==> config.mk <==
export PLATFORM = sky130hd
export DESIGN_NAME = loop_replay_buf
export DESIGN_NICKNAME = d
export VERILOG_FILES = /design/src/rtl/lrb_pkg.sv /design/src/rtl/lrb_store.sv /design/src/rtl/lrb_heads.sv /design/src/rtl/lrb_player.sv /design/src/rtl/loop_replay_buf.sv
export SDC_FILE = /design/constraint.sdc
export NUM_CORES = 2
export LEC_CHECK = 0
export CORE_MARGIN = 4
export CORE_UTILIZATION = 58
export DETAILED_ROUTE_END_ITERATION = 8
export PLACE_DENSITY_LB_ADDON = 0.05
export SLEW_MARGIN = 20
export SYNTH_ARGS = -nofsm -noshare
export SYNTH_HDL_FRONTEND = slang
export SYNTH_HIERARCHICAL = 1
export SYNTH_SLANG_ARGS = --single-unit
export TNS_END_PERCENT = 10
==> constraint.sdc <==
create_clock -name clk -period 14.15 [get_ports clk]
set_input_delay 2.1225 -clock clk [delete_from_list [all_inputs] [get_ports clk]]
set_output_delay 2.1225 -clock clk [all_outputs]
set_load 0.02 [all_outputs]
==> src/rtl/lrb_pkg.sv <==
package lrb_pkg;

    localparam int ADDR_W = 16;
    localparam int WORD_W = 32;

    typedef logic [ADDR_W-1:0] addr_t;
    typedef logic [WORD_W-1:0] word_t;

    typedef struct packed {
        addr_t addr;
        word_t word;
    } rec_t;

    typedef enum logic [1:0] {
        RP_IDLE  = 2'd0,
        RP_PLAY  = 2'd1,
        RP_MISS  = 2'd2
    } rp_mode_e;

    function automatic addr_t addr_succ(input addr_t a);
        return a + addr_t'(1);
    endfunction

endpackage

==> src/rtl/lrb_store.sv <==
module lrb_store
    import lrb_pkg::*;
#(
    parameter int DEPTH = 32,
    localparam int IW = $clog2(DEPTH)
) (
    input  logic          clk,
    input  logic          rst,
    input  logic          wr_en,
    input  rec_t          wr_rec,
    input  logic [IW-1:0] rd_pos,
    output rec_t          rd_rec,
    output logic          rd_full,
    output logic [IW-1:0] wr_pos
);

    rec_t             mem [DEPTH];
    logic [DEPTH-1:0] held;

    always_ff @(posedge clk) begin
        if (rst) begin
            wr_pos <= '0;
            held   <= '0;
            for (int i = 0; i < DEPTH; i++) mem[i] <= '0;
        end else if (wr_en) begin
            mem[wr_pos]  <= wr_rec;
            held[wr_pos] <= 1'b1;
            wr_pos       <= (wr_pos == IW'(DEPTH - 1)) ? '0 : wr_pos + 1'b1;
        end
    end

    assign rd_rec  = mem[rd_pos];
    assign rd_full = held[rd_pos];


    stored_held_chk: assert property (@(posedge clk) disable iff (rst)
        wr_en |=> held[$past(wr_pos)] && mem[$past(wr_pos)] == $past(wr_rec));


    wp_idle_chk: assert property (@(posedge clk) disable iff (rst)
        !wr_en |=> $stable(wr_pos));

endmodule

==> src/rtl/lrb_heads.sv <==
module lrb_heads
    import lrb_pkg::*;
#(
    parameter int DEPTH = 32,
    parameter int NHEAD = 4,
    localparam int IW = $clog2(DEPTH),
    localparam int TW = (NHEAD > 1) ? $clog2(NHEAD) : 1
) (
    input  logic          clk,
    input  logic          rst,
    input  logic          wr_en,
    input  logic          wr_head,
    input  addr_t         wr_addr,
    input  logic [IW-1:0] wr_pos,
    input  addr_t         q_addr,
    output logic          q_hit,
    output logic [IW-1:0] q_pos
);

    logic [NHEAD-1:0] live;
    logic [IW-1:0]    hpos  [NHEAD];
    addr_t            haddr [NHEAD];
    logic [TW-1:0]    rr;

    logic [NHEAD-1:0] keep;
    logic [NHEAD-1:0] same;
    logic [NHEAD-1:0] qmatch;
    logic [TW-1:0]    pick;
    logic             pick_rr;
    logic             found;

    generate
        for (genvar g = 0; g < NHEAD; g++) begin : g_cmp
            assign keep[g]   = live[g] && !(wr_en && hpos[g] == wr_pos);
            assign same[g]   = keep[g] && haddr[g] == wr_addr;
            assign qmatch[g] = live[g] && haddr[g] == q_addr;
        end
    endgenerate

    always_comb begin
        pick    = rr;
        pick_rr = 1'b1;
        found   = 1'b0;
        for (int i = 0; i < NHEAD; i++) begin
            if (!found && same[i]) begin
                pick = TW'(i); pick_rr = 1'b0; found = 1'b1;
            end
        end
        for (int i = 0; i < NHEAD; i++) begin
            if (!found && !keep[i]) begin
                pick = TW'(i); pick_rr = 1'b0; found = 1'b1;
            end
        end
    end

    always_comb begin
        q_hit = 1'b0;
        q_pos = '0;
        for (int i = 0; i < NHEAD; i++) begin
            if (qmatch[i]) begin
                q_hit = 1'b1;
                q_pos = hpos[i];
            end
        end
    end

    always_ff @(posedge clk) begin
        if (rst) begin
            live <= '0;
            rr   <= '0;
            for (int i = 0; i < NHEAD; i++) begin
                hpos[i]  <= '0;
                haddr[i] <= '0;
            end
        end else if (wr_en) begin
            live <= keep;
            if (wr_head) begin
                live[pick]  <= 1'b1;
                hpos[pick]  <= wr_pos;
                haddr[pick] <= wr_addr;
                if (pick_rr) rr <= (rr == TW'(NHEAD - 1)) ? '0 : rr + 1'b1;
            end
        end
    end


    head_unique_chk: assert property (@(posedge clk) disable iff (rst)
        $onehot0(qmatch));

    generate
        for (genvar g = 0; g < NHEAD; g++) begin : g_chk

            head_overwrite_chk: assert property (@(posedge clk) disable iff (rst)
                (wr_en && !wr_head) |=> !(live[g] && hpos[g] == $past(wr_pos)));
        end
    endgenerate

endmodule

==> src/rtl/lrb_player.sv <==
module lrb_player
    import lrb_pkg::*;
#(
    parameter int DEPTH = 32,
    localparam int IW = $clog2(DEPTH)
) (
    input  logic          clk,
    input  logic          rst,
    input  logic          br_valid,
    input  addr_t         br_target,
    input  logic          head_hit,
    input  logic [IW-1:0] head_pos,
    input  rec_t          rd_rec,
    input  logic          rd_full,
    input  logic [IW-1:0] wr_pos,
    output logic [IW-1:0] rd_pos,
    output logic          fe_valid,
    output addr_t         fe_addr,
    output word_t         fe_word,
    output logic          miss_req,
    output addr_t         miss_addr
);

    rp_mode_e mode;
    addr_t    want;
    logic     first;
    addr_t    miss_q;
    logic     ok;

    assign ok = (mode == RP_PLAY) && rd_full && rd_rec.addr == want
                && (first || rd_pos != wr_pos);

    always_comb begin
        fe_valid  = ok;
        fe_addr   = rd_rec.addr;
        fe_word   = rd_rec.word;
        miss_req  = 1'b0;
        miss_addr = miss_q;
        if (mode == RP_PLAY && !ok) begin
            miss_req  = 1'b1;
            miss_addr = want;
        end else if (mode == RP_MISS) begin
            miss_req  = 1'b1;
        end
    end

    always_ff @(posedge clk) begin
        if (rst) begin
            mode   <= RP_IDLE;
            rd_pos <= '0;
            want   <= '0;
            first  <= 1'b0;
            miss_q <= '0;
        end else if (br_valid) begin
            if (head_hit) begin
                mode   <= RP_PLAY;
                rd_pos <= head_pos;
                want   <= br_target;
                first  <= 1'b1;
            end else begin
                mode   <= RP_MISS;
                miss_q <= br_target;
            end
        end else if (ok) begin
            rd_pos <= (rd_pos == IW'(DEPTH - 1)) ? '0 : rd_pos + 1'b1;
            want   <= addr_succ(want);
            first  <= 1'b0;
        end else begin
            mode <= RP_IDLE;
        end
    end


    miss_pulse_chk: assert property (@(posedge clk) disable iff (rst)
        (miss_req && !br_valid) |=> !miss_req);


    seq_fetch_chk: assert property (@(posedge clk) disable iff (rst)
        (fe_valid && !br_valid) |=> (!fe_valid || fe_addr == addr_succ($past(fe_addr))));


    hit_answer_chk: assert property (@(posedge clk) disable iff (rst)
        (br_valid && head_hit) |=> (fe_valid ^ miss_req));


    miss_target_chk: assert property (@(posedge clk) disable iff (rst)
        (br_valid && !head_hit) |=> (miss_req && !fe_valid && miss_addr == $past(br_target)));

endmodule

==> src/rtl/loop_replay_buf.sv <==
module loop_replay_buf
    import lrb_pkg::*;
#(
    parameter int DEPTH = 32,
    parameter int NHEAD = 4
) (
    input  logic        clk,
    input  logic        rst,
    input  logic        ex_valid,
    input  logic [15:0] ex_addr,
    input  logic [31:0] ex_word,
    input  logic        ex_loop_start,
    input  logic        br_valid,
    input  logic [15:0] br_target,
    output logic        fe_valid,
    output logic [15:0] fe_addr,
    output logic [31:0] fe_word,
    output logic        miss_req,
    output logic [15:0] miss_addr
);

    localparam int IW = $clog2(DEPTH);

    rec_t          wr_rec;
    rec_t          rd_rec;
    logic          rd_full;
    logic [IW-1:0] wr_pos;
    logic [IW-1:0] rd_pos;
    logic          head_hit;
    logic [IW-1:0] head_pos;

    assign wr_rec = '{addr: ex_addr, word: ex_word};

    lrb_store #(.DEPTH(DEPTH)) u_store (
        .clk(clk), .rst(rst),
        .wr_en(ex_valid), .wr_rec(wr_rec),
        .rd_pos(rd_pos), .rd_rec(rd_rec), .rd_full(rd_full),
        .wr_pos(wr_pos)
    );

    lrb_heads #(.DEPTH(DEPTH), .NHEAD(NHEAD)) u_heads (
        .clk(clk), .rst(rst),
        .wr_en(ex_valid), .wr_head(ex_loop_start), .wr_addr(ex_addr),
        .wr_pos(wr_pos), .q_addr(br_target),
        .q_hit(head_hit), .q_pos(head_pos)
    );

    lrb_player #(.DEPTH(DEPTH)) u_player (
        .clk(clk), .rst(rst),
        .br_valid(br_valid), .br_target(br_target),
        .head_hit(head_hit), .head_pos(head_pos),
        .rd_rec(rd_rec), .rd_full(rd_full), .wr_pos(wr_pos),
        .rd_pos(rd_pos),
        .fe_valid(fe_valid), .fe_addr(fe_addr), .fe_word(fe_word),
        .miss_req(miss_req), .miss_addr(miss_addr)
    );

    logic seen_head;
    always_ff @(posedge clk) begin
        if (rst)                            seen_head <= 1'b0;
        else if (ex_valid && ex_loop_start) seen_head <= 1'b1;
    end


    no_early_hit_chk: assert property (@(posedge clk) disable iff (rst)
        !seen_head |-> !fe_valid);


    reset_quiet_chk: assert property (@(posedge clk)
        rst |=> (!fe_valid && !miss_req));

endmodule

# Word level (Yosys, flattened, before mapping)
# Memory sizes are Yosys's and may differ from the RTL's. A register that Yosys moved wholly into a read port is not among the register bits.
# Index checks and enable logic that the tools add are counted.
# totals
out_inout_bits,66
mem_bits_rw,1620
input_bits,69
word_cells,174
memories,3
register_bits,83
# classes
n_lt_le_gt_ge,5
n_reduce_logical,53
bitwise,3
n_eq_ne,21
n_mux,76
addsub,4
# memory_table
memory,words,word_bits,read_ports,rd_ports_with_merged_regs,write_ports,line_no,rtl
u_store.mem,32,48,1,1,32,lrb_store.sv:17,rec_t mem [DEPTH];
u_heads.haddr,4,16,4,0,4,lrb_heads.sv:22,addr_t haddr [NHEAD];
u_heads.hpos,4,5,4,0,4,lrb_heads.sv:21,logic [IW-1:0] hpos [NHEAD];
# ops
operator,n
16-bit == test,9
16-bit two-way mux,5
5-bit two-way mux,13
48-bit two-way mux,1
48-bit OR reduction,1
1-bit two-way mux,39
32-bit bitwise OR,1
1-bit logical AND,29
2-bit two-way mux,14
5-bit == test,4
"16-bit by 1-bit adder with 16-bit output, second input constant",1
1-bit zero test,16
16-bit OR reduction,1
"5-bit by 6-bit less-than comparator with 1-bit output, second input constant",2
"5-bit by 1-bit adder with 5-bit output, second input constant",2
"5-bit == test, second input constant",2
1-bit binary-select mux with 5-bit select,1
1-bit demux with 5-bit select,1
"5-bit by 1-bit greater-or-equal comparator with 1-bit output, second input constant",1
5-bit inequality test,1
5-bit OR reduction,1
"2-bit == test, second input constant",2
4-bit two-way mux,1
4-bit bitwise OR,1
12 further kinds,13

# Logic depth before layout (Yosys ltp)
# logic_depth
depth_word,33
depth_mapped,15
depth_no_buf,11

# Modules after synthesis
# Netlist, hierarchy kept.
# by_module_without_submodules
module,cells_each,seq_area_each_um2,area_each_um2,instances
lrb_store,5343,46864.9,72376.9,1
lrb_heads,515,2642.5,5411.4,1
lrb_player,342,800.8,2876.5,1

# Worst setup path before layout
# No wires, ideal clock.
# synth_path
kind,in2reg
from,input ex_valid
to,memory u_store/mem[26][0] (netlist name) (enable)
setup_slack_ns,7.431
t_arrival_ns,6.199
n_path_buf,2
cell_stages,5
required_time_ns,13.630
setup_time_ns,0.520
path_cell_list,buf_4 > and2b_4 > nand2_2 > buf_4 > o21ai_0
# synth_lines
item,line_no,rtl
start: declaration,loop_replay_buf.sv:9,"input logic ex_valid,"
end: declaration,lrb_store.sv:17,

# Worst setup path after layout
# layout_path
from,register u_player.rd_pos[1]
to,output miss_addr[4]
# layout_via
elab_chain_len,8
elab_cells_between_ends,10
# layout_lines
item,line_no,rtl
start: declaration,lrb_player.sv:16,"output logic [IW-1:0] rd_pos,"
start signal: assignment,lrb_player.sv:57,rd_pos <= head_pos;
start signal: assignment,lrb_player.sv:65,rd_pos <= (rd_pos == IW'(DEPTH - 1)) ? '0 : rd_pos + 1'b1;
1-bit binary-select mux with 5-bit select,lrb_store.sv:33,assign rd_full = held[rd_pos];
1-bit two-way mux (implied by the code),lrb_store.sv:33,
1-bit logical AND (2 in series),lrb_player.sv:30,assign ok = (mode == RP_PLAY) && rd_full && rd_rec.addr == want
1-bit logical AND (*),lrb_player.sv:31,&& (first || rd_pos != wr_pos);
1-bit zero test (*),lrb_player.sv:39,if (mode == RP_PLAY && !ok) begin
1-bit logical AND (*),lrb_player.sv:39,
16-bit two-way mux (*),lrb_player.sv:39,
end: declaration,loop_replay_buf.sv:19,output logic [15:0] miss_addr
# Every way passes the cells marked *; elsewhere a longest branch is shown, timed or not. The select of a mux whose other input is x is not followed.

==> results.json <==
{
  "dp_hpwl_um": 131000,
  "timing.rr.end": "u_player/rd_pos[2]",
  "async_flop_share_pct": 0,
  "fmax_mhz": 113,
  "drv_cap": 0,
  "critical_path_class": "reg2out",
  "min_period_ns": 8.88,
  "startpoint": "u_player/rd_pos[1]",
  "start_kind": "register",
  "area_growth_pct": 9.21,
  "vdd_drop_max_v": 0.000103,
  "synth_xor_area_share_pct": 1.88,
  "cts_root_buf": "clkbuf_16",
  "clock_path_buffers": 3,
  "final_cell_mix": "edfxtp_1, and2_1, mux2i_1",
  "clock-sinks": 1703,
  "worstPathRequired_ns": 12.03,
  "portBuffers": 134,
  "fill_cells": 10313,
  "hold_slack_ns": 0.453,
  "grt_max_degree": 126,
  "cts_setup_buffers": 0,
  "synth.top_cell.area_share_pct": 60.3,
  "endpoint": "miss_addr[4]",
  "first_global_vias": 49602,
  "drc": 0,
  "crit_path_end_kind": "output pin",
  "ys_types": 78,
  "grt_first_pass_wirelength_um": 349000,
  "grt_setup_unrepaired": "no",
  "tns_ns": 0,
  "final_util_pct": 63.9,
  "ys_seq_elements": 1703,
  "r2r_slack_ns": 7.99,
  "layout-drive-gt1-share_pct": 8.05,
  "synthFlopType": "edfxtp_1",
  "drt_iter0_markers": 5740,
  "antenna_found_initial": 18,
  "path_clk_slew_ns": 0.06,
  "nNetsFinal": 6103,
  "gp_congestion": 0.847,
  "critPathArrivalTime_ns": 6.76,
  "grt_use_total_pct": 33.0,
  "clock_skew_ns": 0.0164,
  "synth-compound-area-share_pct": 5.11,
  "hold_viol": 0,
  "cts_inserted_buffers": 177,
  "status": "complete, no violations",
  "grt_overflow": 0,
  "die_height_um": 381,
  "coreArea_mm2": 0.138,
  "cts_resized": 0,
  "synth_top_family_by_area": "simple AND/OR/NAND/NOR gates",
  "die_x_um": 381,
  "period_share_pct": 62.8,
  "ff2ff_path_depth": 13,
  "worstPathMaxFanout": 60,
  "netlist_instances": 6200,
  "slew_viol_final": 0,
  "powerDensity_mw_per_mm2": 122,
  "initial_utilization_pct": 58.5,
  "io_pins": 135,
  "wl_per_cell_um": 30.4,
  "first_pass_iters": 6,
  "worst_pin_slew_ns": 1.23,
  "synth.yosys.seq_area_share_pct": 62.4,
  "vias_per_cell": 6.29,
  "rows": 136,
  "yosysWarnings": 6,
  "die-area_mm2": 0.145,
  "synthesis.area_per_instance_um2": 13.0,
  "ant_nets": 0,
  "synth-edff-count": 1620,
  "synthSimpleGateAreaFrac_pct": 16.1,
  "setup_viol": 0,
  "syn_area_mm2": 0.0807,
  "synth.mux.area_fraction_pct": 10.2,
  "hold_buffers": 0,
  "final_common_cell": "edfxtp_1",
  "cts_tree": "yes",
  "routed_wl_um": 242000,
  "r2r-start": "u_player/rd_pos[1]",
  "whs_path_depth": 1,
  "synth_largest_area_cell": "edfxtp_1",
  "relSlewSlack_pct": 17.8,
  "dr_total_vias": 50088,
  "synthAdderAreaFrac_pct": 0.140,
  "synth_fp_nets": 6278,
  "ctsHtreeMaxLevel": 4,
  "hold_path.class": "reg2reg",
  "leakagePower_nw": 30.9,
  "synth_area_leaders": "edfxtp_1, and2_1, mux2i_1, dfxtp_1, clkbuf_1",
  "insertion_delay_ns": 0.79
}
==> synth_stat cells (7+ instances only) <==
master,number
edfxtp_1,1620
and2_1,1539
mux2i_1,798
clkbuf_1,308
nand2_1,232
a21oi_1,175
nand3_1,158
a22oi_1,150
xor2_1,119
buf_4,111
nor2_1,107
buf_2,105
a22o_1,98
nor3_1,84
dfxtp_1,83
xnor2_1,50
a31oi_1,49
o21ai_0,47
clkbuf_2,40
buf_6,37
inv_1,35
a21o_1,30
nor4_1,27
nand4_1,25
buf_1,16
nor2_4,14
mux2_2,12
nand2b_1,12
ha_1,9
mux2_4,9
o22ai_1,8
nor2_2,7
==> cell families after synthesis <==
family	count (synthesis)
simple gates	2240
xor+xnor	171
buf+inv	654
compound gates	604
mux	819
flops	1703
fa+ha+maj	9
==> metal layers <==
layer / wire length, um / part of all wire (%) / GRT usage, %
met3: 21200 / 8.8 / 6.37
met1: 96600 / 40 / 44.3
met2: 116000 / 48 / 54.2
met4: 8670 / 3.6 / 11.4
met5: 83 / 0.034 / 0
==> how the worst min path moves through the flow <==
stage / startpoint / end / slack [ns]
6_report: u_store/held[14] / u_store/held[14] / 0.45
5_1_grt: u_store/held[4] / u_store/held[4] / 0.47
4_1_cts: u_store/held[21] / u_store/held[21] / 0.45
3_5_place_dp: u_store/held[21] / u_store/held[21] / 0.44
3_3_place_gp: u_store/held[29] / u_store/held[29] / 0.43
2_1_floorplan: u_store/held[23] / u_store/held[23] / 0.43
==> worst max-delay path, cell delays in order (launching register included) <==
cell,delay [ns]
dfxtp_4,0.92
buf_4,0.76
buf_4,0.92
mux2i_1,0.17
a22o_1,0.26
nor3_1,0.17
a31oi_1,0.07
nand3_1,0.24
inv_1,0.07
o2111ai_1,0.31
or3_1,0.22
nor4_4,0.07
nor3_4,0.68
mux2_2,0.42
clkdlybuf4s50_1,0.54
==> report_power, final <==
part	switching (W)	total (W)	leakage, nW	internal, W
clock network	0.00191	0.00449	2.71	0.00258
registers	0.0000581	0.00574	17.4	0.00569
logic	0.000408	0.000558	10.8	0.000150
==> registers in the layout (all words and copies together) (netlist names) <==
name / count
u_player/rd_pos: 5
u_player/miss_q: 16
u_heads/live: 4
u_heads/haddr: 64
u_player/want: 16
u_store/held: 32
u_store/wr_pos: 5
u_store/mem: 1536
u_player/mode: 2
u_heads/hpos: 20
u_heads/rr: 2
u_player/first: 1
==> cell type report <==
type | instances | area (um^2) | share of cell area, %
Tap cell | 1794 | 2240 | 2.55
Clock inverter | 85 | 646 | 0.733
Antenna cell | 8 | 20.0 | 0.0227
Sequential cell | 1703 | 50300 | 57.1
Clock buffer | 234 | 4860 | 5.52
Inverter | 37 | 140 | 0.159
Multi-Input combinational cell | 3843 | 27600 | 31.3
Timing Repair Buffer | 263 | 2310 | 2.62
==> stage by stage <==
step / setup WS (ns) / std cells / instance area (um^2) / power [W]
after floorplan: 7.43 / 6200 / 80700 / 0.00616
final: 5.27 / 7967 / 88100 / 0.0108
after detailed placement: 6.20 / 7640 / 82600 / 0.00640
after global routing: 4.97 / 7960 / 88100 / 0.0111
after CTS: 5.33 / 7959 / 88100 / 0.0108
after global placement: 6.23 / 7640 / 82600 / 0.00639
(Power assumes the default switching activity.)
